--- src/rtl/pfs_pkg.sv ---
package pfs_pkg;
  localparam logic [1:0] RSP_IGNORE = 2'b00;
  localparam logic [1:0] RSP_RETRY  = 2'b10;

  localparam int unsigned NSTS  = 4;
  localparam int unsigned SB_PIN = 0;
  localparam int unsigned SB_CMP = 1;
  localparam int unsigned SB_OC  = 2;
  localparam int unsigned SB_UC  = 3;

  typedef enum logic [1:0] {
    CTL_RUN   = 2'b00,
    CTL_WAIT  = 2'b01,
    CTL_LATCH = 2'b10
  } ctl_st_e;
endpackage

--- src/rtl/pfs_avg_bank.sv ---
module pfs_avg_bank #(
  parameter int NPH  = 4,
  parameter int DW   = 12,
  parameter int SW   = 4,
  parameter int PHW  = 2,
  parameter int SUMW = 14
) (
  input  logic                   clk,
  input  logic                   rst_n,
  input  logic                   smp_vld_i,
  input  logic [PHW-1:0]         smp_ph_i,
  input  logic signed [DW-1:0]   smp_data_i,
  input  logic [SW-1:0]          shift_i,
  output logic signed [SUMW-1:0] sum_o
);
  logic [NPH-1:0][DW-1:0] avg_all;
  logic signed [SUMW-1:0] sum_d, sum_q;

  for (genvar k = 0; k < NPH; k++) begin : g_ph
    logic signed [DW-1:0] avg_q, avg_d;
    logic signed [DW:0]   diff, step;
    logic                 upd;

    always_comb begin
      upd   = smp_vld_i && (smp_ph_i == PHW'(k));
      diff  = $signed({smp_data_i[DW-1], smp_data_i}) - $signed({avg_q[DW-1], avg_q});
      step  = diff >>> shift_i;
      avg_d = upd ? (avg_q + step[DW-1:0]) : avg_q;
    end

    always_ff @(posedge clk or negedge rst_n) begin
      if (!rst_n) avg_q <= '0;
      else        avg_q <= avg_d;
    end

    assign avg_all[k] = avg_q;
  end

  always_comb begin
    sum_d = '0;
    for (int k = 0; k < NPH; k++) begin
      sum_d = sum_d + $signed({{(SUMW-DW){avg_all[k][DW-1]}}, avg_all[k]});
    end
  end

  always_ff @(posedge clk or negedge rst_n) begin
    if (!rst_n) sum_q <= '0;
    else        sum_q <= sum_d;
  end

  assign sum_o = sum_q;
endmodule

--- src/rtl/pfs_resp_ctrl.sv ---
module pfs_resp_ctrl
  import pfs_pkg::*;
#(
  parameter int NPH = 4,
  parameter int TW  = 16,
  parameter int RCW = 4
) (
  input  logic           clk,
  input  logic           rst_n,
  input  logic           evt_rail_i,
  input  logic [NPH-1:0] evt_ph_i,
  input  logic           go_latch_i,
  input  logic           sts_zero_i,
  input  logic [TW-1:0]  retry_dly_i,
  input  logic [RCW-1:0] retry_max_i,
  output logic [NPH-1:0] off_mask_o
);
  ctl_st_e        st_q, st_d;
  logic [NPH-1:0] mask_q, mask_d, hit_mask;
  logic [TW-1:0]  wcnt_q, wcnt_d;
  logic [RCW-1:0] rcnt_q, rcnt_d;
  logic           hit, wait_done;

  always_comb begin
    hit_mask  = {NPH{evt_rail_i}} | evt_ph_i;
    hit       = |hit_mask;
    wait_done = ({1'b0, wcnt_q} + 1'b1) >= {1'b0, retry_dly_i};
    st_d      = st_q;
    mask_d    = mask_q;
    wcnt_d    = wcnt_q;
    rcnt_d    = rcnt_q;
    case (st_q)
      CTL_RUN: begin
        if (hit) begin
          mask_d = hit_mask;
          wcnt_d = '0;
          if (go_latch_i || (rcnt_q >= retry_max_i)) st_d = CTL_LATCH;
          else                                       st_d = CTL_WAIT;
        end
      end
      CTL_WAIT: begin
        if (wait_done) begin
          st_d   = CTL_RUN;
          mask_d = '0;
          rcnt_d = rcnt_q + 1'b1;
        end else begin
          wcnt_d = wcnt_q + 1'b1;
        end
      end
      CTL_LATCH: begin
        if (sts_zero_i) begin
          st_d   = CTL_RUN;
          mask_d = '0;
          rcnt_d = '0;
        end
      end
      default: begin
        st_d   = CTL_RUN;
        mask_d = '0;
      end
    endcase
  end

  always_ff @(posedge clk or negedge rst_n) begin
    if (!rst_n) begin
      st_q   <= CTL_RUN;
      mask_q <= '0;
      wcnt_q <= '0;
      rcnt_q <= '0;
    end else begin
      st_q   <= st_d;
      mask_q <= mask_d;
      wcnt_q <= wcnt_d;
      rcnt_q <= rcnt_d;
    end
  end

  assign off_mask_o = mask_q;
endmodule

--- src/rtl/pfs_sre_delay.sv ---
module pfs_sre_delay #(
  parameter int NPH = 4,
  parameter int DLW = 8
) (
  input  logic           clk,
  input  logic           rst_n,
  input  logic [NPH-1:0] pwm_dis_i,
  input  logic [DLW-1:0] dly_i,
  output logic [NPH-1:0] sre_dis_o
);
  for (genvar k = 0; k < NPH; k++) begin : g_ph
    logic [DLW-1:0] cnt_q, cnt_d;

    always_comb begin
      if (!pwm_dis_i[k])      cnt_d = '0;
      else if (&cnt_q)        cnt_d = cnt_q;
      else                    cnt_d = cnt_q + 1'b1;
    end

    always_ff @(posedge clk or negedge rst_n) begin
      if (!rst_n) cnt_q <= '0;
      else        cnt_q <= cnt_d;
    end

    assign sre_dis_o[k] = pwm_dis_i[k] && (cnt_q >= dly_i);
  end
endmodule

--- src/rtl/phase_fault_sup.sv ---
module phase_fault_sup
  import pfs_pkg::*;
#(
  parameter  int NPH  = 4,
  parameter  int DW   = 12,
  parameter  int SW   = 4,
  parameter  int TW   = 16,
  parameter  int RCW  = 4,
  parameter  int DLW  = 8,
  localparam int PHW  = (NPH > 1) ? $clog2(NPH) : 1,
  localparam int SUMW = DW + PHW
) (
  input  logic                   clk,
  input  logic                   rst_n,
  input  logic [NPH-1:0]         ext_flt_i,
  input  logic [NPH-1:0]         cmp_trip_i,
  input  logic                   smp_vld_i,
  input  logic [PHW-1:0]         smp_ph_i,
  input  logic signed [DW-1:0]   smp_data_i,
  input  logic [SW-1:0]          cfg_shift_i,
  input  logic signed [SUMW-1:0] cfg_oc_lim_i,
  input  logic signed [SUMW-1:0] cfg_uc_lim_i,
  input  logic [1:0]             cfg_rsp_pin_i,
  input  logic [1:0]             cfg_rsp_cmp_i,
  input  logic [1:0]             cfg_rsp_avg_i,
  input  logic [TW-1:0]          cfg_retry_dly_i,
  input  logic [RCW-1:0]         cfg_retry_max_i,
  input  logic [DLW-1:0]         cfg_sre_dly_i,
  input  logic [NSTS-1:0]        sts_clr_i,
  input  logic [NSTS-1:0]        sts_mask_i,
  output logic [NPH-1:0]         pwm_dis_o,
  output logic [NPH-1:0]         sre_dis_o,
  output logic [NSTS-1:0]        status_o,
  output logic                   alert_o
);
  logic signed [SUMW-1:0] rail_sum;
  logic [NPH-1:0]         off_mask, cmp_evt;
  logic [NSTS-1:0]        sts_q, sts_d, sts_set;
  logic                   pin_evt, avg_evt, oc_hit, uc_hit, go_latch;

  pfs_avg_bank #(.NPH(NPH), .DW(DW), .SW(SW), .PHW(PHW), .SUMW(SUMW)) u_avg (
    .clk(clk), .rst_n(rst_n), .smp_vld_i(smp_vld_i), .smp_ph_i(smp_ph_i),
    .smp_data_i(smp_data_i), .shift_i(cfg_shift_i), .sum_o(rail_sum)
  );

  always_comb begin
    pin_evt  = (|ext_flt_i) && (cfg_rsp_pin_i != RSP_IGNORE);
    cmp_evt  = cmp_trip_i & {NPH{cfg_rsp_cmp_i != RSP_IGNORE}};
    oc_hit   = (cfg_rsp_avg_i != RSP_IGNORE) && (rail_sum > cfg_oc_lim_i);
    uc_hit   = (cfg_rsp_avg_i != RSP_IGNORE) && (rail_sum < cfg_uc_lim_i);
    avg_evt  = oc_hit || uc_hit;
    go_latch = (pin_evt && cfg_rsp_pin_i[0]) || ((|cmp_evt) && cfg_rsp_cmp_i[0]) ||
               (avg_evt && cfg_rsp_avg_i[0]);
    sts_set          = '0;
    sts_set[SB_PIN]  = pin_evt;
    sts_set[SB_CMP]  = |cmp_evt;
    sts_set[SB_OC]   = oc_hit;
    sts_set[SB_UC]   = uc_hit;
    sts_d            = (sts_q & ~sts_clr_i) | sts_set;
  end

  always_ff @(posedge clk or negedge rst_n) begin
    if (!rst_n) sts_q <= '0;
    else        sts_q <= sts_d;
  end

  pfs_resp_ctrl #(.NPH(NPH), .TW(TW), .RCW(RCW)) u_ctrl (
    .clk(clk), .rst_n(rst_n), .evt_rail_i(pin_evt || avg_evt), .evt_ph_i(cmp_evt),
    .go_latch_i(go_latch), .sts_zero_i(sts_q == '0), .retry_dly_i(cfg_retry_dly_i),
    .retry_max_i(cfg_retry_max_i), .off_mask_o(off_mask)
  );

  assign pwm_dis_o = off_mask | {NPH{pin_evt}} | cmp_evt;

  pfs_sre_delay #(.NPH(NPH), .DLW(DLW)) u_sre (
    .clk(clk), .rst_n(rst_n), .pwm_dis_i(pwm_dis_o), .dly_i(cfg_sre_dly_i),
    .sre_dis_o(sre_dis_o)
  );

  assign status_o = sts_q;
  assign alert_o  = |(sts_q & ~sts_mask_i);
endmodule

--- config.mk ---
export PLATFORM = sky130hd
export DESIGN_NAME = phase_fault_sup
export DESIGN_NICKNAME = d
export VERILOG_FILES = /design/src/rtl/pfs_pkg.sv /design/src/rtl/pfs_avg_bank.sv /design/src/rtl/pfs_resp_ctrl.sv /design/src/rtl/pfs_sre_delay.sv /design/src/rtl/phase_fault_sup.sv
export SDC_FILE = /design/constraint.sdc
export NUM_CORES = 1
export LEC_CHECK = 0
export BUFFER_PORTS_ARGS = -buffer_cell sky130_fd_sc_hd__buf_2
export CAP_MARGIN = 20
export CORE_MARGIN = 5
export CORE_UTILIZATION = 64
export CTS_BUF_LIST = sky130_fd_sc_hd__clkbuf_8
export DETAILED_ROUTE_END_ITERATION = 12
export PLACE_DENSITY = 0.93
export SLEW_MARGIN = 30
export SYNTH_ARGS = -nofsm -noshare
export SYNTH_HDL_FRONTEND = slang
export SYNTH_HIERARCHICAL = 1
export SYNTH_SLANG_ARGS = --single-unit
--- constraint.sdc ---
create_clock -name clk -period 6.4 [get_ports clk]
set_clock_uncertainty 0.15 [all_clocks]
set_input_delay 0.32 -clock clk [delete_from_list [all_inputs] [get_ports clk]]
set_output_delay 0.32 -clock clk [all_outputs]
set_load 0.1 [all_outputs]
# After elaboration in Yosys (flattened, before gate mapping)
# Cells that the tools add are included.
# W data, S select, Z words.
# op_classes
add_sub_neg	18
n_mul	0
n_div	0
n_lt_le_gt_ge	8
eq_ne	13
n_shift	4
n_mux	22
bitwise	9
reduce_logical	38
# op_table
op	n
$mux W8	8
$sshr A13 B4 Y12	4
$sub A12 B12 Y13	4
$add A12 B12 Y12	4
$add A8 B1 Y8 const B	4
$ge A8 B8 Y1	4
$mux W16	2
$pmux W16 S2	1
$reduce_and A8 Y1	4
$add A16 B1 Y17 const B	1
$ge A17 B16 Y1	1
$add A16 B1 Y16 const B	1
$mux W4	4
$or A4 B4 Y4	4
$reduce_or A4 Y1	4
$add A13 B12 Y14	1
$add A14 B12 Y14	1
$gt A14 B14 Y1	1
$logic_and A1 B1 Y1	14
$lt A14 B14 Y1	1
$add A12 B12 Y13	1
$and A4 B4 Y4	3
$pmux W4 S3	1
$ne A2 B2 Y1 const B	5
other kinds (14)	34
# word_totals
register_bits	124
latchBits	0
mem_bits_rw	0
rom_bits	0
inputBits	99
output_inout_bits	13
wordCells	126
memories	0

# Depth between registers and ports, before layout
# logic_depth
depth_word	10
ltp_mapped	24
depth_no_buf	24

# Modules after synthesis
# The synthesis kept the hierarchy.
# modules_own_cells
module	instances	cells_each	area_per_inst_um2	seq_area_each_um2
pfs_avg_bank	1	1132	9262.6	1551.5
pfs_sre_delay	1	243	2287.2	800.8
pfs_resp_ctrl	1	244	2097.0	650.6
phase_fault_sup	1	137	979.7	100.1

# Worst setup path before layout
# OpenSTA, ideal clock, no wires.
# synth_timing
path_kind	input port to flip-flop
start	input smp_data_i[0]
end	register u_avg.g_ph[3].avg_q[10]
setup_time_ns	0.128
arrival_time_ns	4.393
t_required_ns	6.122
setup_slack_ns	1.729
stages	24
n_path_buf	0
path_cell_list	inv_1 > ha_1 > fa_1 > nand2b_1 > a21oi_1 > o21ba_1 > nor2_1 > a311oi_2 > mux2_1 > and2_4 > nor2_1 > mux4_2 > ha_1 > inv_1 > fa_1 > nor2b_1 > o21ai_0 > nand2b_1 > a21o_1 > a21o_1 > a21o_1 > a31oi_1 > mux2i_1 > nand3_1
# synth_via
elab_chain_cells	3
# synth_rtl
item	line_no	text
start, declared	phase_fault_sup.sv:19	input logic signed [DW-1:0] smp_data_i,
$sub A12 B12 Y13	pfs_avg_bank.sv:26	diff = $signed({smp_data_i[DW-1], smp_data_i}) - $signed({avg_q[DW-1], avg_q});
$sshr A13 B4 Y12	pfs_avg_bank.sv:27	step = diff >>> shift_i;
$add A12 B12 Y12	pfs_avg_bank.sv:28	avg_d = upd ? (avg_q + step[DW-1:0]) : avg_q;
end signal, assigned	pfs_avg_bank.sv:33	else avg_q <= avg_d;
end, declared	pfs_avg_bank.sv:20	logic signed [DW-1:0] avg_q, avg_d;
# No other way between the ends.
# A chain may end at the register's enable or synchronous reset.

# Worst setup path in the final report
# layout_timing
start	register u_avg.g_ph[2].avg_q[1]
end	register u_avg.g_ph[2].avg_q[10]
# layout_via
elab_chain_cells	3
# layout_rtl
item	line_no
start, declared	pfs_avg_bank.sv:20
start signal, assigned	pfs_avg_bank.sv:33
$sub A12 B12 Y13	pfs_avg_bank.sv:26
$sshr A13 B4 Y12	pfs_avg_bank.sv:27
$add A12 B12 Y12 (*)	pfs_avg_bank.sv:28
# Every way passes the cells marked *; elsewhere a longest branch is shown, timed or not.

==> results summary <==
The mean routed wirelength per cell came out at between 20 and 25 um. The switching power came out at 4.88 mW. The met3 routing resource usage after global routing is under 10%. After synthesis, the share of flip-flops with an asynchronous set or reset is 100%. The busiest layer in global routing is met2.

The distinct cell type count after synthesis came out at 99. The number of antenna diodes in the final layout is 0. The number of violations of the max-capacitance limit came out at 0.

The worst hold path belongs to the class in2reg. Sequential cells were found to cover a little over a fifth of the synthesized design area. The worst hold path begins at cmp_trip_i[0]. The total I/O pin count came out at 112.

The total die area came out at about 26000 um^2. The setup TNS after final layout came out at 0 ns. Among all flip-flop cells after synthesis, the most frequent one is sky130_fd_sc_hd__dfrtp_1.

The final core utilization is 70.4%. The total power density per cell area is 594 nW/um^2. The final-report max-slew violation count came to 0. During synthesis, Yosys emitted a total of 6 warnings. The share of power burned in combinational logic is roughly three quarters. The overflow left after global routing came out at 0.

The flip-flop and latch count after synthesis is 124. The sequential fraction of design power came out at 17.4%. The vias after detailed routing is 14400.

The slack of the worst reg-to-reg path is 1.00 ns. The count of clock tree sinks came out at 124. The total design power is around 9.4 mW.

The transition time at the pin with the least slew margin is roughly 0.9 ns. The core region area is ~23000 um^2. The pin count of the biggest net entering global routing came out at 74. After the last flow step, the layout net total stands at about 2200. The synthesized area divided by synthesized cell count is 8.33 um^2. The tree is rooted in a sky130_fd_sc_hd__clkbuf_8.

The maximum vdd ir drop is about 0.39 mV. The flow ran to the end, and the final reports show no timing, DRC or antenna violations. The first-pass detailed-route iteration total came out at 6.

The via count of the first global-routing pass is around 14000. Counting the fill cells in the layout gives roughly 1700. The most critical setup path has its startpoint at u_avg/g_ph[2].avg_q[1]. The number of nets in the synthesized netlist came out at around 2100. The initial antenna violation count came to 0. The global-route wire length before repair is around 70000 um.

The width of the die came out at between 150 and 200 um. The highest achievable clock rate came out at 0.185 GHz. Setup repair after global routing left no endpoint under its margin. The worst hold slack is 0.158 ns. The internal power came out at 4.56 mW. The layout overhead on the synthesized area is 8.70%. The clock-pin transition on the worst setup and hold timing paths came out at roughly 0.08 ns. The wire length after detailed routing is between 40000 and 50000 um. Setup violations remaining at the end of the flow were counted as 0. The routability congestion estimate from global placement is a little over 1.

After synthesis, the cell types taking the most area are sky130_fd_sc_hd__dfrtp_1 21%, sky130_fd_sc_hd__ha_1 16%, sky130_fd_sc_hd__fa_1 4.5%. The final HPWL from detailed placement is between 30000 and 40000 um. The number of cells traversed by the worst register-to-register path came out at 23. STA classifies the critical path startpoint as a register.

The total routing usage reported by global routing came out at around a third. The number of buffer cells added on primary ports came out at between 100 and 150. Summed over all instances, the cell type with the most area after synthesis is sky130_fd_sc_hd__dfrtp_1. The worst setup path is captured at a register.

Headroom to the max-slew limit came out at a little under two fifths. After floorplanning, the core was divided into 55 placement rows. For this configuration, the core starts out at a cell density of 64.8%. The worst register-to-register path ends at u_avg/g_ph[2].avg_q[10]. The number of remaining DRC errors is 0. The global routing met1 resource utilization is approximately two fifths.

The clock reaches the later pin of the worst-skew pair after between 0.4 and 0.5 ns. The final antenna-violating net count came out at 0. For the worst setup path, the data required time is 6.56 ns. Yosys mapped a number of flops with a built-in enable equal to 0.

The TritonCTS buffer count came out at 17. Using the TritonRoute via totals, the vias-per-cell ratio works out to ~6.7. The number of instances on the worst hold path is 4. The clock network is responsible for under 10% of the overall power. In the finished design, the share of the clock period the worst path needs comes to between 80% and 90%. The worst register-to-register path begins at u_avg/g_ph[2].avg_q[1]. The vertical die dimension is 161 um. The number of instances resized during post-cts repair came out at 0.

The clock period minus worst slack is 5.40 ns. The maximum level of the CTS H-tree came out at 4. The maximum count of clock buffers along a single path is 2. The switching power as a share of total power came out at between 50% and 60%. Summed over all cells, the static leakage comes to 7.72 nW.

The final hold violation count was 0. The arrival time reported for the critical path endpoint is between 5 and 6 ns. For this run, global-route usage on met2 was measured as approximately 55%.

The proportion of netlist area held by the largest area contributor is a little over a fifth. Of the cells placed in the final design, the portion with a size suffix greater than 1 is 11.7%. In the synthesized netlist, the number of instances is 1756. For hold timing, the worst endpoint is u_ctrl/off_mask_o[0]. The category of the most critical setup path is reg2reg. The area of the mapped netlist is 14600 um^2.

TritonCTS built the clock tree. The number of DRC markers after the initial detailed-route iteration came out at 1436. The critical-path maximum fanout came out at 5.
==> how the worst max path moves through the flow <==
stage,slack (ns),cells past startpoint,to
CTS,1.09,23,u_avg/g_ph[2].avg_q[10]
floorplan,1.73,24,u_avg/g_ph[3].avg_q[10]
detailed placement,1.11,23,u_avg/g_ph[2].avg_q[10]
global route,0.65,23,u_avg/g_ph[1].avg_q[10]
global placement,1.21,23,u_avg/g_ph[1].avg_q[10]
finish,1.00,23,u_avg/g_ph[2].avg_q[10]
==> timing repair <==
item | 4_1_cts | 5_1_grt
hold buffers | 8 | 0
buffers inserted | 0 | 0
hold endpoints to repair | 55 | 0
setup endpoints to repair | 0 | 0
==> power by group through the flow <==
| stage | Combinational (mW) | Clock [mW] | Sequential [mW] |
|---|---|---|---|
| 2_1_floorplan | 5.27 | 0 | 1.48 |
| 3_3_place_gp | 6.39 | 0 | 1.60 |
| 3_5_place_dp | 6.73 | 0 | 1.62 |
| 4_1_cts | 6.85 | 0.771 | 1.61 |
| 5_1_grt | 7.72 | 0.808 | 1.67 |
| 6_report | 7.03 | 0.764 | 1.65 |
==> state kept, by name, indices dropped and copies added, names as in the netlist <==
register,flops
u_avg/sum_o,14
u_ctrl/rcnt_q,4
u_ctrl/off_mask_o,4
u_sre/g_ph.cnt_q,32
u_ctrl/st_q,2
u_avg/g_ph.avg_q,48
status_o,4
u_ctrl/wcnt_q,16
==> cells in the mapped netlist (9+ instances only) <==
cell,instances
sky130_fd_sc_hd__ha_1,190
sky130_fd_sc_hd__inv_1,176
sky130_fd_sc_hd__nand2_1,138
sky130_fd_sc_hd__a21oi_1,124
sky130_fd_sc_hd__dfrtp_1,124
sky130_fd_sc_hd__o21ai_0,119
sky130_fd_sc_hd__nor2_1,113
sky130_fd_sc_hd__xnor2_1,70
sky130_fd_sc_hd__mux2i_1,48
sky130_fd_sc_hd__nand3_1,46
sky130_fd_sc_hd__nor3_1,46
sky130_fd_sc_hd__clkbuf_1,41
sky130_fd_sc_hd__a31oi_1,39
sky130_fd_sc_hd__fa_1,33
sky130_fd_sc_hd__xor2_1,33
sky130_fd_sc_hd__a21o_1,30
sky130_fd_sc_hd__o21a_1,25
sky130_fd_sc_hd__mux2_2,23
sky130_fd_sc_hd__o211ai_1,21
sky130_fd_sc_hd__a211oi_1,20
sky130_fd_sc_hd__nand2b_1,18
sky130_fd_sc_hd__nand4_1,17
sky130_fd_sc_hd__nor2b_1,16
sky130_fd_sc_hd__and2_1,15
sky130_fd_sc_hd__and3_1,13
sky130_fd_sc_hd__nor3b_1,10
sky130_fd_sc_hd__o22ai_1,10
sky130_fd_sc_hd__o21bai_1,9
sky130_fd_sc_hd__o31ai_1,9
==> cell type report <==
| class | count | area (um^2) | share of cell area [%] |
|---|---|---|---|
| timing repair buffer | 129 | 717 | 4.51 |
| multi-input combinational | 1403 | 10600 | 66.9 |
| clock buffer | 17 | 234 | 1.47 |
| clock inverter | 15 | 189 | 1.19 |
| sequential | 124 | 3100 | 19.5 |
| tap | 285 | 357 | 2.24 |
| inverter | 177 | 664 | 4.18 |
==> stage by stage <==
step | instances | setup WS, ns | instance area [um^2]
3_3_place_gp | 2110 | 1.21 | 15400
2_1_floorplan | 1756 | 1.73 | 14600
3_5_place_dp | 2110 | 1.11 | 15400
5_1_grt | 2150 | 0.646 | 15900
4_1_cts | 2150 | 1.09 | 15900
6_report | 2150 | 1.00 | 15900
==> worst max-delay path, stage by stage (launching register included) <==
cell,delay [ns]
sky130_fd_sc_hd__dfrtp_1,0.51
sky130_fd_sc_hd__inv_1,0.16
sky130_fd_sc_hd__ha_1,0.30
sky130_fd_sc_hd__nor2b_1,0.15
sky130_fd_sc_hd__o31ai_1,0.38
sky130_fd_sc_hd__a21oi_1,0.22
sky130_fd_sc_hd__a41oi_1,0.31
sky130_fd_sc_hd__xor2_1,0.27
sky130_fd_sc_hd__nor2_1,0.07
sky130_fd_sc_hd__a21oi_1,0.21
sky130_fd_sc_hd__mux2i_1,0.16
sky130_fd_sc_hd__mux4_2,0.48
sky130_fd_sc_hd__ha_1,0.21
sky130_fd_sc_hd__inv_1,0.07
sky130_fd_sc_hd__fa_1,0.21
sky130_fd_sc_hd__inv_1,0.05
sky130_fd_sc_hd__a21oi_1,0.11
sky130_fd_sc_hd__o21bai_1,0.11
sky130_fd_sc_hd__a21o_1,0.20
sky130_fd_sc_hd__a21o_1,0.19
sky130_fd_sc_hd__a21o_1,0.19
sky130_fd_sc_hd__a31oi_1,0.22
sky130_fd_sc_hd__mux2i_1,0.20
sky130_fd_sc_hd__o311ai_0,0.13
==> cell families after synthesis <==
family / Yosys count / share of synthesized area (%)
buffers and inverters: 229 / 6.07
AOI/OAI and AO/OA: 511 / 22.9
DFF: 124 / 21.2
xor gates and xnor gates: 103 / 6.17
muxes: 79 / 6.16
and+or+nand+nor: 487 / 16.7
adders and majority gates: 223 / 20.8
==> metal layers <==
layer	vias up	part of all wire, %
li1	6570	-
met1	6680	38
met2	945	45
met3	225	11
met4	0	5.8
met5	-	0
==> placed cells by master (no fill, tap or decap), types with 13 or more instances in the layout <==
cell type,count
sky130_fd_sc_hd__a31oi_1,39
sky130_fd_sc_hd__xnor2_1,70
sky130_fd_sc_hd__a21oi_1,124
sky130_fd_sc_hd__nand2_1,138
sky130_fd_sc_hd__clkbuf_8,17
sky130_fd_sc_hd__o211ai_1,21
sky130_fd_sc_hd__nor2b_1,16
sky130_fd_sc_hd__a21o_1,30
sky130_fd_sc_hd__dfrtp_1,124
sky130_fd_sc_hd__xor2_1,33
sky130_fd_sc_hd__ha_1,190
sky130_fd_sc_hd__o21ai_0,119
sky130_fd_sc_hd__nand2b_1,18
sky130_fd_sc_hd__inv_1,177
sky130_fd_sc_hd__mux2i_1,48
sky130_fd_sc_hd__and2_1,15
sky130_fd_sc_hd__o21a_1,25
sky130_fd_sc_hd__nor3_1,46
sky130_fd_sc_hd__nand3_1,46
sky130_fd_sc_hd__mux2_2,23
sky130_fd_sc_hd__nor2_1,113
sky130_fd_sc_hd__fa_1,33
sky130_fd_sc_hd__buf_2,110
sky130_fd_sc_hd__nand4_1,17
sky130_fd_sc_hd__and3_1,13
sky130_fd_sc_hd__a211oi_1,20
Note: power is estimated with default switching activity, not from simulation.
